--- src/rtl/muldiv_pkg.sv ---
package muldiv_pkg;

    localparam int unsigned DW    = 16;
    localparam int unsigned ITERS = DW;

    typedef enum logic [1:0] {
        ST_IDLE  = 2'd0,
        ST_SETUP = 2'd1,
        ST_RUN   = 2'd2
    } md_state_e;

    typedef enum logic {
        OP_MUL = 1'b0,
        OP_DIV = 1'b1
    } md_op_e;

    typedef struct packed {
        md_op_e          op;
        logic [DW-1:0]   a;
        logic [DW-1:0]   b;
    } md_req_t;

    // one shift-add multiply iteration on {hi, lo}
    function automatic logic [2*DW-1:0] mul_iter(
        input logic [DW-1:0] hi,
        input logic [DW-1:0] lo,
        input logic [DW-1:0] mcand
    );
        logic [DW:0] sum;
        sum = {1'b0, hi} + (lo[0] ? {1'b0, mcand} : '0);
        return {sum[DW:1], sum[0], lo[DW-1:1]};
    endfunction

    // one restoring divide iteration: hi = partial remainder, lo = quotient/dividend
    function automatic logic [2*DW-1:0] div_iter(
        input logic [DW-1:0] hi,
        input logic [DW-1:0] lo,
        input logic [DW-1:0] dvsr
    );
        logic [DW:0]   trial;
        logic          fits;
        logic [DW-1:0] rem_n;
        trial = {hi, lo[DW-1]};
        fits  = (trial >= {1'b0, dvsr});
        rem_n = fits ? (trial[DW-1:0] - dvsr) : trial[DW-1:0];
        return {rem_n, lo[DW-2:0], fits};
    endfunction

endpackage

--- src/rtl/muldiv_opsel.sv ---
module muldiv_opsel
    import muldiv_pkg::*;
#(
    parameter int unsigned W = DW
) (
    input  logic         use_imm,
    input  logic [W-1:0] reg_b,
    input  logic [W-1:0] imm_b,
    output logic [W-1:0] opnd_b
);
    always_comb begin
        opnd_b = use_imm ? imm_b : reg_b;
    end
endmodule

--- src/rtl/muldiv_engine.sv ---
module muldiv_engine
    import muldiv_pkg::*;
#(
    parameter int unsigned W = DW
) (
    input  logic         clk,
    input  logic         rst,
    input  logic         load,
    input  logic         step,
    input  md_op_e       op,
    input  logic [W-1:0] a,
    input  logic [W-1:0] b,
    output logic [W-1:0] nxt_hi,
    output logic [W-1:0] nxt_lo
);
    logic [W-1:0]   hi_q, lo_q, opnd_q;
    logic [2*W-1:0] iter;

    always_comb begin
        if (op == OP_DIV) iter = div_iter(hi_q, lo_q, opnd_q);
        else              iter = mul_iter(hi_q, lo_q, opnd_q);
        nxt_hi = iter[2*W-1:W];
        nxt_lo = iter[W-1:0];
    end

    always_ff @(posedge clk) begin
        if (rst) begin
            hi_q   <= '0;
            lo_q   <= '0;
            opnd_q <= '0;
        end else if (load) begin
            hi_q <= '0;
            if (op == OP_DIV) begin
                lo_q   <= a;   // dividend shifts out of lo
                opnd_q <= b;   // divisor
            end else begin
                lo_q   <= b;   // multiplier shifts out of lo
                opnd_q <= a;   // multiplicand
            end
        end else if (step) begin
            hi_q <= nxt_hi;
            lo_q <= nxt_lo;
        end
    end
endmodule

--- src/rtl/muldiv_acc_regs.sv ---
module muldiv_acc_regs
    import muldiv_pkg::*;
#(
    parameter int unsigned W = DW
) (
    input  logic         clk,
    input  logic         rst,
    input  logic         wr_en,
    input  logic [W-1:0] wr_hi,
    input  logic [W-1:0] wr_lo,
    output logic [W-1:0] rd_hi,
    output logic [W-1:0] rd_lo
);
    logic [W-1:0] acc_q [2];

    always_ff @(posedge clk) begin
        if (rst) begin
            acc_q[0] <= '0;
            acc_q[1] <= '0;
        end else if (wr_en) begin
            acc_q[0] <= wr_lo;
            acc_q[1] <= wr_hi;
        end
    end

    assign rd_lo = acc_q[0];
    assign rd_hi = acc_q[1];
endmodule

--- src/rtl/muldiv_accum.sv ---
module muldiv_accum
    import muldiv_pkg::*;
(
    input  logic          clk,
    input  logic          rst,
    input  logic          start,
    input  logic          op_div,
    input  logic          use_imm,
    input  logic [DW-1:0] src_a,
    input  logic [DW-1:0] src_b,
    input  logic [DW-1:0] imm,
    output logic          busy,
    output logic          done,
    output logic          div_err,
    output logic [DW-1:0] acc_hi,
    output logic [DW-1:0] acc_lo
);
    localparam int unsigned CW = $clog2(ITERS);
    localparam logic [CW-1:0] LAST = CW'(ITERS - 1);

    md_state_e     state_q;
    md_req_t       req_q;
    logic [CW-1:0] cnt_q;
    logic          done_q, err_q;
    logic          accept, finish;
    logic [DW-1:0] opnd_b, nxt_hi, nxt_lo;

    assign accept = start && (state_q == ST_IDLE);
    assign finish = (state_q == ST_RUN) && (cnt_q == LAST);

    muldiv_opsel #(.W(DW)) u_opsel (
        .use_imm (use_imm),
        .reg_b   (src_b),
        .imm_b   (imm),
        .opnd_b  (opnd_b)
    );

    always_ff @(posedge clk) begin
        if (rst) begin
            state_q <= ST_IDLE;
            req_q   <= '0;
            cnt_q   <= '0;
            done_q  <= 1'b0;
            err_q   <= 1'b0;
        end else begin
            done_q <= 1'b0;
            unique case (state_q)
                ST_IDLE: begin
                    if (accept) begin
                        req_q.op <= op_div ? OP_DIV : OP_MUL;
                        req_q.a  <= src_a;
                        req_q.b  <= opnd_b;
                        err_q    <= 1'b0;
                        state_q  <= ST_SETUP;
                    end
                end
                ST_SETUP: begin
                    cnt_q   <= '0;
                    state_q <= ST_RUN;
                end
                ST_RUN: begin
                    cnt_q <= cnt_q + 1'b1;
                    if (finish) begin
                        state_q <= ST_IDLE;
                        done_q  <= 1'b1;
                        err_q   <= (req_q.op == OP_DIV) && (req_q.b == '0);
                    end
                end
                default: state_q <= ST_IDLE;
            endcase
        end
    end

    muldiv_engine #(.W(DW)) u_engine (
        .clk    (clk),
        .rst    (rst),
        .load   (state_q == ST_SETUP),
        .step   (state_q == ST_RUN),
        .op     (req_q.op),
        .a      (req_q.a),
        .b      (req_q.b),
        .nxt_hi (nxt_hi),
        .nxt_lo (nxt_lo)
    );

    muldiv_acc_regs #(.W(DW)) u_acc (
        .clk   (clk),
        .rst   (rst),
        .wr_en (finish),
        .wr_hi (nxt_hi),
        .wr_lo (nxt_lo),
        .rd_hi (acc_hi),
        .rd_lo (acc_lo)
    );

    assign busy    = (state_q != ST_IDLE);
    assign done    = done_q;
    assign div_err = err_q;
endmodule

--- config.mk ---
export PLATFORM = sky130hd
export DESIGN_NAME = muldiv_accum
export DESIGN_NICKNAME = d
export VERILOG_FILES = /design/src/rtl/muldiv_pkg.sv /design/src/rtl/muldiv_opsel.sv /design/src/rtl/muldiv_engine.sv /design/src/rtl/muldiv_acc_regs.sv /design/src/rtl/muldiv_accum.sv
export SDC_FILE = /design/constraint.sdc
export NUM_CORES = 1
export LEC_CHECK = 0
export ABC_AREA = 1
export BUFFER_PORTS_ARGS = -buffer_cell sky130_fd_sc_hd__buf_2
export CORE_MARGIN = 5
export CORE_UTILIZATION = 30
export DETAILED_ROUTE_END_ITERATION = 12
export SLEW_MARGIN = 10
export SYNTH_ARGS = -nofsm -noshare
export SYNTH_HDL_FRONTEND = slang
export SYNTH_SLANG_ARGS = --single-unit
--- constraint.sdc ---
create_clock -name clk -period 5.09 [get_ports clk]
set_input_delay 0.2545 -clock clk [delete_from_list [all_inputs] [get_ports clk]]
set_output_delay 0.2545 -clock clk [all_outputs]
set_load 0.03 [all_outputs]
==> results.md, run 1 <==
* Final #Nets at 1,287
* Fillers at 2,724
* Post-Synthesis Cells at 1,137
* CTS resizes at 0
* Ant diodes at 0
* Data required time of the critical path at 5310 ps
* Ports at 88
* CTS Buf Count at 17
* Ys async rst share at 0%
* Clock Sinks at 121
* Multi-input gate area at 4050 µm²
* I/O Buffers at 87
* Post-Layout Cell Count at 1,543
* Cell taking the most area after synthesis: dfxtp_1
* R2R Setup Slk at 2110 ps
* TNS Setup at 0 ps
* Initial Utilization at 30.2%
* Worst setup SP type: register
* Core area at 25,800 µm²
* CTS tree: done
* HP Class: in2reg
* Die H at 171 µm
* Sequential share of power at 21.4%
* Post-synth EDFFs at 32
* Post-CTS Setup Repair Bufs at 0
* Peak supply drop at 515 µV
* Switching power at 3.26 mW
* Top cell by count, worst path: inv_1
* Synth warn at 0
* Worst Skew at 9.15 ps
* Max clock buf depth at 2
* CP Capture Point: u_acc.acc_q[0][22]
* Vias at 7,455
* Share of cells above drive strength 1 at 13.8%
* Post-Place Cells at 1,511
* Crit path kind: reg2reg
* Clk slew on worst S/H paths at 70 ps
* GRT Residual Overflow at 0
* First-pass GRT wire length at 35,900 µm
* Area delta synth->final at 16.5%
* Final period util at 58.6%
* Internal power at 3.16 mW
* Crit. End Element: register
* Critical Path AT at 3200 ps
* #FFs+latches synth at 121
* Sequential cell area at 2740 µm²
* FP Rows at 59
* Top-count cell post-synth: nand2_1
* R2R Path End: u_acc.acc_q[0][22]
* Synth cell count leaders: nand2_1, inv_1, a21oi_1, o21ai_0, dfxtp_1
* Total GRT Usage at 15.5%
* Max incr delay on CP at 580 ps
* CTS Root Cell: clkbuf_16
* Post-route DRC at 0
* FF-to-FF Start: state_q[0]
* Distinct cells, synth at 40
* Antenna violations before repair at 0
* PwrDens at 709 nW/µm²
* DR WL/cell at 14.9 µm
* Critical path origin: state_q[0]
* Fmax at 335 MHz
* Final setup fails at 0
* Worst R2R Path Depth at 9
* Sw Share at 50.8%
* Clock power share at 20.2%
* Slew @ Worst Pin at 1040 ps
* Largest cells by area after synthesis: dfxtp_1, edfxtp_1, nand2_1, inv_1, a21oi_1
* Logic pwr share at 58.5%
* Drt first pass iters at 6
* Status: completed
* Mapped Area at 7770 µm²
* Seq/Total Area, Yosys at 35.3%
* Pleak at 4.39 nW
* Quantity of hold-fixing buffers added after cts at 0
* Primary FF master, synth: dfxtp_1
* RSZ-0062 raised after global routing: no
* Via/cell ratio at 4.83
* Routability congestion estimate at 0.944
* WL final at 22,900 µm
* DP HPWL at 17,400 µm
* Starting DRT DRC Count at 657
* Worst rel slew slack at 30.7%
* Yosys top cell area share at 22.9%
* Crit path time final at 2980 ps
* Avg Inst Size Synth at 6.84 µm²
* Max_cap viols at 0
* H-Tree Level Count at 4
* Hold Vio Cnt, Final at 0
* Number of global-route vias before repair at 6,680
* Slew Limit Fails at 0
* Worst path slowest cell: inv_1
* Worst-path fanout max at 29
* Cell Chain, Critical Path: inv_1 > ha_1 > buf_4 > inv_2 > nor2_1 > inv_1 > nor2_1 > inv_1 > a31oi_1
* Later-pin clock latency in the skew report at 430 ps
* Pin count of the biggest net entering global routing at 84
* Die Width at 171 µm
* Die area at 29,200 µm²
* Antenna viol nets, final at 0
* Syn Nets at 1,229
cell type report:
| type | count | area share (%) |
|---|---|---|
| multi-input combinational | 766 | 44.7 |
| clock buffer | 18 | 4.97 |
| clock inverter | 14 | 1.96 |
| sequential | 121 | 30.3 |
| tap | 335 | 4.63 |
| inverter | 196 | 8.12 |
| timing repair buffer | 93 | 5.31 |
sequential cells by signal (all words and copies together), names as in the netlist:
signal	cells
cnt_q	4
div_err	1
done	1
req_q	33
state_q	2
u_acc.acc_q	32
u_engine.hi_q	16
u_engine.lo_q	16
u_engine.opnd_q	16
power groups by stage:
stage	Combinational [mW]	Clock, mW	Sequential, mW
floorplan	3.11	0	1.34
global placement	3.70	0	1.38
detailed placement	3.70	0	1.39
CTS	3.72	1.32	1.37
global route	4.23	1.36	1.40
finish	3.75	1.29	1.37
worst max-delay path: cells and delay by family (launching register included):
kind	cells	cell delay, ps
compound gates	1	450
fa+ha+maj	1	160
buf+inv	5	1300
flops	1	310
simple gates	2	540
how the worst min path moves through the flow:
stage	from	to	slack [ps]	depth (start not counted)
2_1_floorplan	req_q[18]	req_q[18]	440	2
3_3_place_gp	req_q[18]	req_q[18]	460	2
3_5_place_dp	req_q[16]	req_q[16]	470	2
4_1_cts	src_a[9]	req_q[25]	90	3
5_1_grt	src_a[8]	req_q[24]	120	3
6_report	src_a[9]	req_q[25]	100	3
logic make-up after synthesis:
kind of cell             share of synthesized area (%)
buffers and inverters                             12.7
AND/OR/NAND/NOR                                   26.3
XOR/XNOR                                         0.789
flip-flops                                        35.3
adder cells (fa/ha/maj)                           6.47
AO/OA/AOI/OAI                                     18.5
cells in the final DEF, fill, tap and decap left out, types with 2 or more instances in the layout:
cell type,instances
nand3b_1,4
nor2_2,4
inv_6,2
o211ai_1,17
nand4_1,10
buf_2,87
nand3_1,79
bufinv_16,2
o21ai_0,116
and3_1,2
xnor2_1,4
a31oi_1,4
ha_1,37
dfxtp_1,88
clkbuf_16,18
and2_1,4
nor3_1,5
inv_1,191
or2_2,2
a21oi_1,118
xor2_1,3
buf_4,6
nor2_1,58
inv_8,5
o22ai_1,14
nand2_2,11
inv_2,5
edfxtp_1,32
nor2_4,2
nand2_1,244
fa_1,2
nand3_2,13
clkinv_4,5
nor4_1,5
o21bai_1,2
metrics by stage:
stage               util, %  power (mW)  area [µm²]  setup slack, ps  hold WS (ps)
floorplan                 -        4.45        7770             2800           444
global placement       32.7        5.08        8430             2140           460
detailed placement     32.7        5.09        8430             2170           469
CTS                    35.1        6.41        9050             2150          90.8
global route           35.1        6.98        9050             1930           116
finish                 35.1        6.42        9050             2110           101
routing by layer:
| layer | share of wire, % | routed length (µm) | track usage (%) | vias up |
|---|---|---|---|---|
| li1 | - | - | - | 3842 |
| met1 | 49 | 11300 | 23.2 | 3348 |
| met2 | 42 | 9550 | 22.0 | 233 |
| met3 | 6.2 | 1420 | 2.61 | 32 |
| met4 | 3.1 | 710 | 6.58 | 0 |
| met5 | 0 | 0 | 0 | - |
Note: power is estimated with default switching activity, not from simulation.
==> run 2: changes to the inputs <==
==> constraint.sdc (replaced) <==
create_clock -name clk -period 2.4 [get_ports clk]
set_input_delay 0.12 -clock clk [delete_from_list [all_inputs] [get_ports clk]]
set_output_delay 0.12 -clock clk [all_outputs]
set_load 0.03 [all_outputs]
==> run 2 against run 1 <==
Against the previous run:
- the run now ends with hold timing left
- final area grew 3.6%
- worst setup slack worse by 2000 ps
- largest cell class unchanged
- final cell count increased by 2.2%
- critical endpoint is now u_acc.acc_q[0][16]
- sequential cell count did not move
- critical path depth rose by 5
==> results.md, run 2 (same netlist as run 1, synthesis figures left out) <==
* Status: finished, violations left
* Failing checks: hold timing
* Clk slew on worst S/H paths at 70 ps
* HP Class: in2reg
* Data required time of the critical path at 2590 ps
* Clock Sinks at 121
* Final setup fails at 0
* Top reg by flops: req_q
* DR WL/cell at 14.8 µm
* Die Width at 171 µm
* Fmax at 438 MHz
* Hold Slack at -5.05 ps
* Slew Limit Fails at 0
* Total GRT Usage at 15.7%
* Commonest non-fill, non-tap cell in the layout: nand2_1
* Max clock buf depth at 2
* Worst Skew at 14.3 ps
* Hold Vio Cnt, Final at 1
* Crit. End Element: register
* Crit path kind: reg2reg
* Fillers at 2,714
* Placement Setup Slack at -19.0 ps
* Core Util, Final at 36.4%
* Drt first pass iters at 6
* FP Rows at 59
* Worst rel slew slack at 57.2%
* Share of cells above drive strength 1 at 17.3%
* First-pass GRT wire length at 36,200 µm
* Starting DRT DRC Count at 563
* Max_cap viols at 0
* Peak supply drop at 783 µV
* Core area at 25,800 µm²
* Die H at 171 µm
* DP HPWL at 17,800 µm
* Ant diodes at 0
* CTS Buf Count at 17
* Worst setup SP type: register
* Routability congestion estimate at 0.948
* Pin count of the biggest net entering global routing at 70
* Largest register FFs at 33
* Final #Nets at 1,321
* Pleak at 4.53 nW
* PwrDens at 1510 nW/µm²
* Ports at 88
* Antenna viol nets, final at 0
* Critical Path AT at 2470 ps
* Initial Utilization at 30.2%
* GRT Residual Overflow at 0
* Worst setup margin at 118 ps
* I/O Buffers at 87
* Dpl cell area at 8640 µm²
* Die area at 29,200 µm²
* WL final at 23,300 µm
* Power, Total at 14.1 mW
* Crit path time final at 2280 ps
* Final period util at 95.1%
* Slew @ Worst Pin at 641 ps
* Number of global-route vias before repair at 6,816
* Later-pin clock latency in the skew report at 420 ps
* Worst-path fanout max at 13
* Fin area at 9380 µm²
* Via/cell ratio at 4.80
* Post-route DRC at 0
* H-Tree Level Count at 4
* CTS Root Cell: clkbuf_16
* Vias at 7,566
* Biggest regs: req_q x33, u_acc.acc_q x32
* Most frequent cells in the layout: nand2_1, inv_1, a21oi_1
* CTS tree: done
* Area delta synth->final at 20.7%
* Antenna violations before repair at 0
-- run 2: cell types whose count changed in the layout (fill, tap and decap cells not counted), moves of 3 or more --
cell	previous run	this run
buf_4	6	33
dlygate4sd3_1	0	6
ha_1	37	27
ha_2	0	6
ha_4	0	4
inv_6	2	7
inv_8	5	2
nand2_1	244	239
nand2_2	11	16
-- run 2: cell type report --
type                    instances  area [µm²]  area share, %
multi-input cells             766        4140           44.1
flip-flops and latches        121        2750           29.3
repair buffers                127         763           8.14
inverters                     196         736           7.84
clock buffers                  17         425           4.54
well taps                     335         419           4.47
clock inverters                15         151           1.61
-- run 2: worst paths after layout --
| check | to | slack, ps | depth (start not counted) | from |
|---|---|---|---|---|
| worst max-delay path | u_acc.acc_q[0][16] | 120 | 14 | u_engine.opnd_q[9] |
| worst min-delay path | req_q[22] | -5 | 3 | src_a[6] |
| worst max register to register | u_acc.acc_q[0][16] | 120 | 14 | u_engine.opnd_q[9] |
| worst min register to register | req_q[25] | 480 | 2 | req_q[25] |
-- run 2: power breakdown --
group	leakage [nW]	switching [mW]	internal, mW
registers	1.06	0.418	2.55
clock network	0.288	1.08	1.46
logic	3.18	5.63	3.01
-- run 2: routing by layer --
| layer | part of all wire, % | vias to the layer above | track usage [%] |
|---|---|---|---|
| met3 | 5.7 | 18 | 2.61 |
| met4 | 1.5 | 0 | 3.82 |
| li1 | - | 3908 | - |
| met5 | 0 | - | 0 |
| met1 | 49 | 3457 | 23.8 |
| met2 | 44 | 183 | 23.1 |
-- run 2: through the flow --
stage | TNS, ps | cells
floorplan | 0 | 1137
global placement | -50.0 | 1538
detailed placement | -19.0 | 1538
CTS | 0 | 1577
global route | -10.9 | 1577
finish | 0 | 1577
-- run 2: worst max-delay path: stages (launching register included) --
cell and delay [ps]:
dfxtp_1 380, inv_1 80, ha_1 400, nand2_2 110, nor2_2 130, inv_2 70
nor3_4 150, nand2_4 110, nand2_8 140, buf_4 190, nand2_2 60, nand3_2 80
nand2_1 60, nand2_1 50, inv_1 30
-- run 2: repair_timing --
item	4_1_cts	5_1_grt
setup endpoints to repair	1	27
hold buffers	6	0
buffers inserted	1	0
pin swaps	1	2
gates resized for setup	0	24
endpoints found under the hold margin	6	0
gates cloned	0	0
==> run 3: changes to the inputs <==
--- a/config.mk
+++ b/config.mk
@@ -10,6 +10,7 @@
 export CORE_MARGIN = 5
 export CORE_UTILIZATION = 30
 export DETAILED_ROUTE_END_ITERATION = 12
+export REMOVE_ABC_BUFFERS = 1
 export SLEW_MARGIN = 10
 export SYNTH_ARGS = -nofsm -noshare
 export SYNTH_HDL_FRONTEND = slang
==> constraint.sdc (replaced) <==
create_clock -name clk -period 2.4 [get_ports clk]
set_input_delay 0.36 -clock clk [delete_from_list [all_inputs] [get_ports clk]]
set_output_delay 0.36 -clock clk [all_outputs]
set_load 0.03 [all_outputs]
==> run 3 against run 2 <==
Against the previous run:
- via count grew 0.38%
- the run now ends clean
- first-iteration DRC count shrank 12%
- wire length grew 3.3%
- clock-buffer cell count grew 1
- final area shrank 0.59%
- final cell count grew 0.13%
- clock skew shrank 5.1 ps
- critical path depth shrank 1
==> results.md, run 3 (same netlist as run 1, synthesis figures left out) <==
* Number of global-route vias before repair at 7,397
* Clk slew on worst S/H paths at 60 ps
* Slew @ Worst Pin at 576 ps
* Slew Limit Fails at 0
* Pin count of the biggest net entering global routing at 66
* Critical path origin: u_engine.opnd_q[6]
* Fin area at 9330 µm²
* Total GRT Usage at 16.9%
* Placement Setup Slack at -0.837 ps
* Hold Vio Cnt, Final at 0
* Die H at 171 µm
* Final period util at 94.2%
* Fillers at 2,722
* First-pass GRT wire length at 39,000 µm
* Pleak at 4.52 nW
* CTS Buf Count at 17
* Routability congestion estimate at 0.902
* Later-pin clock latency in the skew report at 430 ps
* Crit. End Element: register
* M1 wire length at 11,400 µm
* Post-route DRC at 0
* Core area at 25,800 µm²
* Drt first pass iters at 5
* Quantity of hold-fixing buffers added after cts at 0
* WL final at 24,000 µm
* Ports at 88
* HP Class: in2reg
* CTS Root Cell: clkbuf_16
* DP HPWL at 18,100 µm
* Hold Crit Start: src_a[13]
* Most frequent cells in the layout: nand2_1, inv_1, a21oi_1
* Crit path kind: reg2reg
* Clock Sinks at 121
* Data required time of the critical path at 2580 ps
* DR WL met3 at 1450 µm
* I/O Buffers at 87
* Worst setup margin at 140 ps
* Critical Path AT at 2440 ps
* Worst rel slew slack at 61.6%
* Fmax at 443 MHz
* Worst-path fanout max at 17
* Commonest non-fill, non-tap cell in the layout: nand2_1
* Worst setup SP type: register
* Biggest regs: req_q x33, u_acc.acc_q x32
* Top reg by flops: req_q
* Max_cap viols at 0
* FF-to-FF Start: u_engine.opnd_q[6]
* PwrDens at 1520 nW/µm²
* TNS Setup at 0 ps
* Ant diodes at 0
* Final setup fails at 0
* Dpl cell area at 8680 µm²
* DR WL/cell at 15.2 µm
* Area delta synth->final at 20.0%
* Starting DRT DRC Count at 494
* Die Width at 171 µm
* Max layer used: met4
* Via/cell ratio at 4.81
* H-Tree Level Count at 4
* Peak supply drop at 1010 µV
* Met2 WL at 10,800 µm
* Max clock buf depth at 2
* RSZ-0062 raised after global routing: no
* CTS tree: done
* GRT Residual Overflow at 0
* Final #Nets at 1,323
* Die area at 29,200 µm²
* Vias at 7,595
* Largest register FFs at 33
* Share of cells above drive strength 1 at 17.6%
* Worst Skew at 9.20 ps
* Status: completed
* Crit path time final at 2260 ps
* Antenna violations before repair at 0
* FP Rows at 59
* Initial Utilization at 30.2%
* Antenna viol nets, final at 0
-- run 3: changes by cell type in the layout (fill, tap and decap cells not counted), sizes merged --
cell / change
clkbuf: +1
inv: -3
dlygate4sd3: -6
clkinvlp: +1
buf: +8
clkinv: +2
bufinv: -1
-- run 3: report_power, final --
part | leakage [nW] | switching, mW | total, mW | internal [mW]
registers | 1.06 | 0.380 | 2.93 | 2.55
clock network | 0.266 | 1.07 | 2.41 | 1.35
logic | 3.19 | 5.71 | 8.87 | 3.16
-- run 3: repair_timing --
action / in CTS / in global routing
resized for setup: 2 / 17
gates cloned: 0 / 0
setup buffers: 0 / 4
pin swaps: 0 / 1
endpoints found under the setup margin: 2 / 24
-- run 3: area by class of cell --
| class | count | area [µm²] | share of cell area [%] |
|---|---|---|---|
| clock buffer | 18 | 429 | 4.60 |
| clock inverter | 14 | 115 | 1.23 |
| inverter | 196 | 736 | 7.89 |
| multi-input combinational | 766 | 4110 | 44.1 |
| sequential | 121 | 2750 | 29.5 |
| tap | 335 | 419 | 4.49 |
| timing repair buffer | 129 | 767 | 8.22 |
-- run 3: worst paths after layout --
| kind | endpoint | slack, ps | cells after the start |
|---|---|---|---|
| max | u_acc.acc_q[0][0] | 140 | 13 |
| min | req_q[29] | 220 | 3 |
| max reg2reg | u_acc.acc_q[0][0] | 140 | 13 |
| min reg2reg | req_q[18] | 470 | 2 |
-- run 3: stage by stage --
step           hold WS, ps  std cells  utilization (%)  power [mW]
5_1_grt                223       1579             36.2        15.5
4_1_cts                211       1575             35.9        13.8
6_report               221       1579             36.2        14.2
3_3_place_gp           459       1543             33.7        11.3
3_5_place_dp           459       1543             33.7        11.3
2_1_floorplan          429       1083                -        8.88
-- run 3: metal layers --
| metal | vias up | track usage, % |
|---|---|---|
| li1 | 3907 | - |
| met1 | 3440 | 23.2 |
| met2 | 220 | 27.1 |
| met3 | 28 | 3.44 |
| met4 | 0 | 4.31 |
| met5 | - | 0 |
-- run 3: worst max-delay path, stage by stage (launching register included) --
cell and delay [ps]:
dfxtp_1 390, inv_1 80, ha_1 360, nand2_1 80, nand2_1 80, nand2_1 70, nand2_1 100, inv_2 80
nand3_2 110, nand2_4 140, nand2_8 130, nand2_2 110, o21ai_1 100, and2_1 170
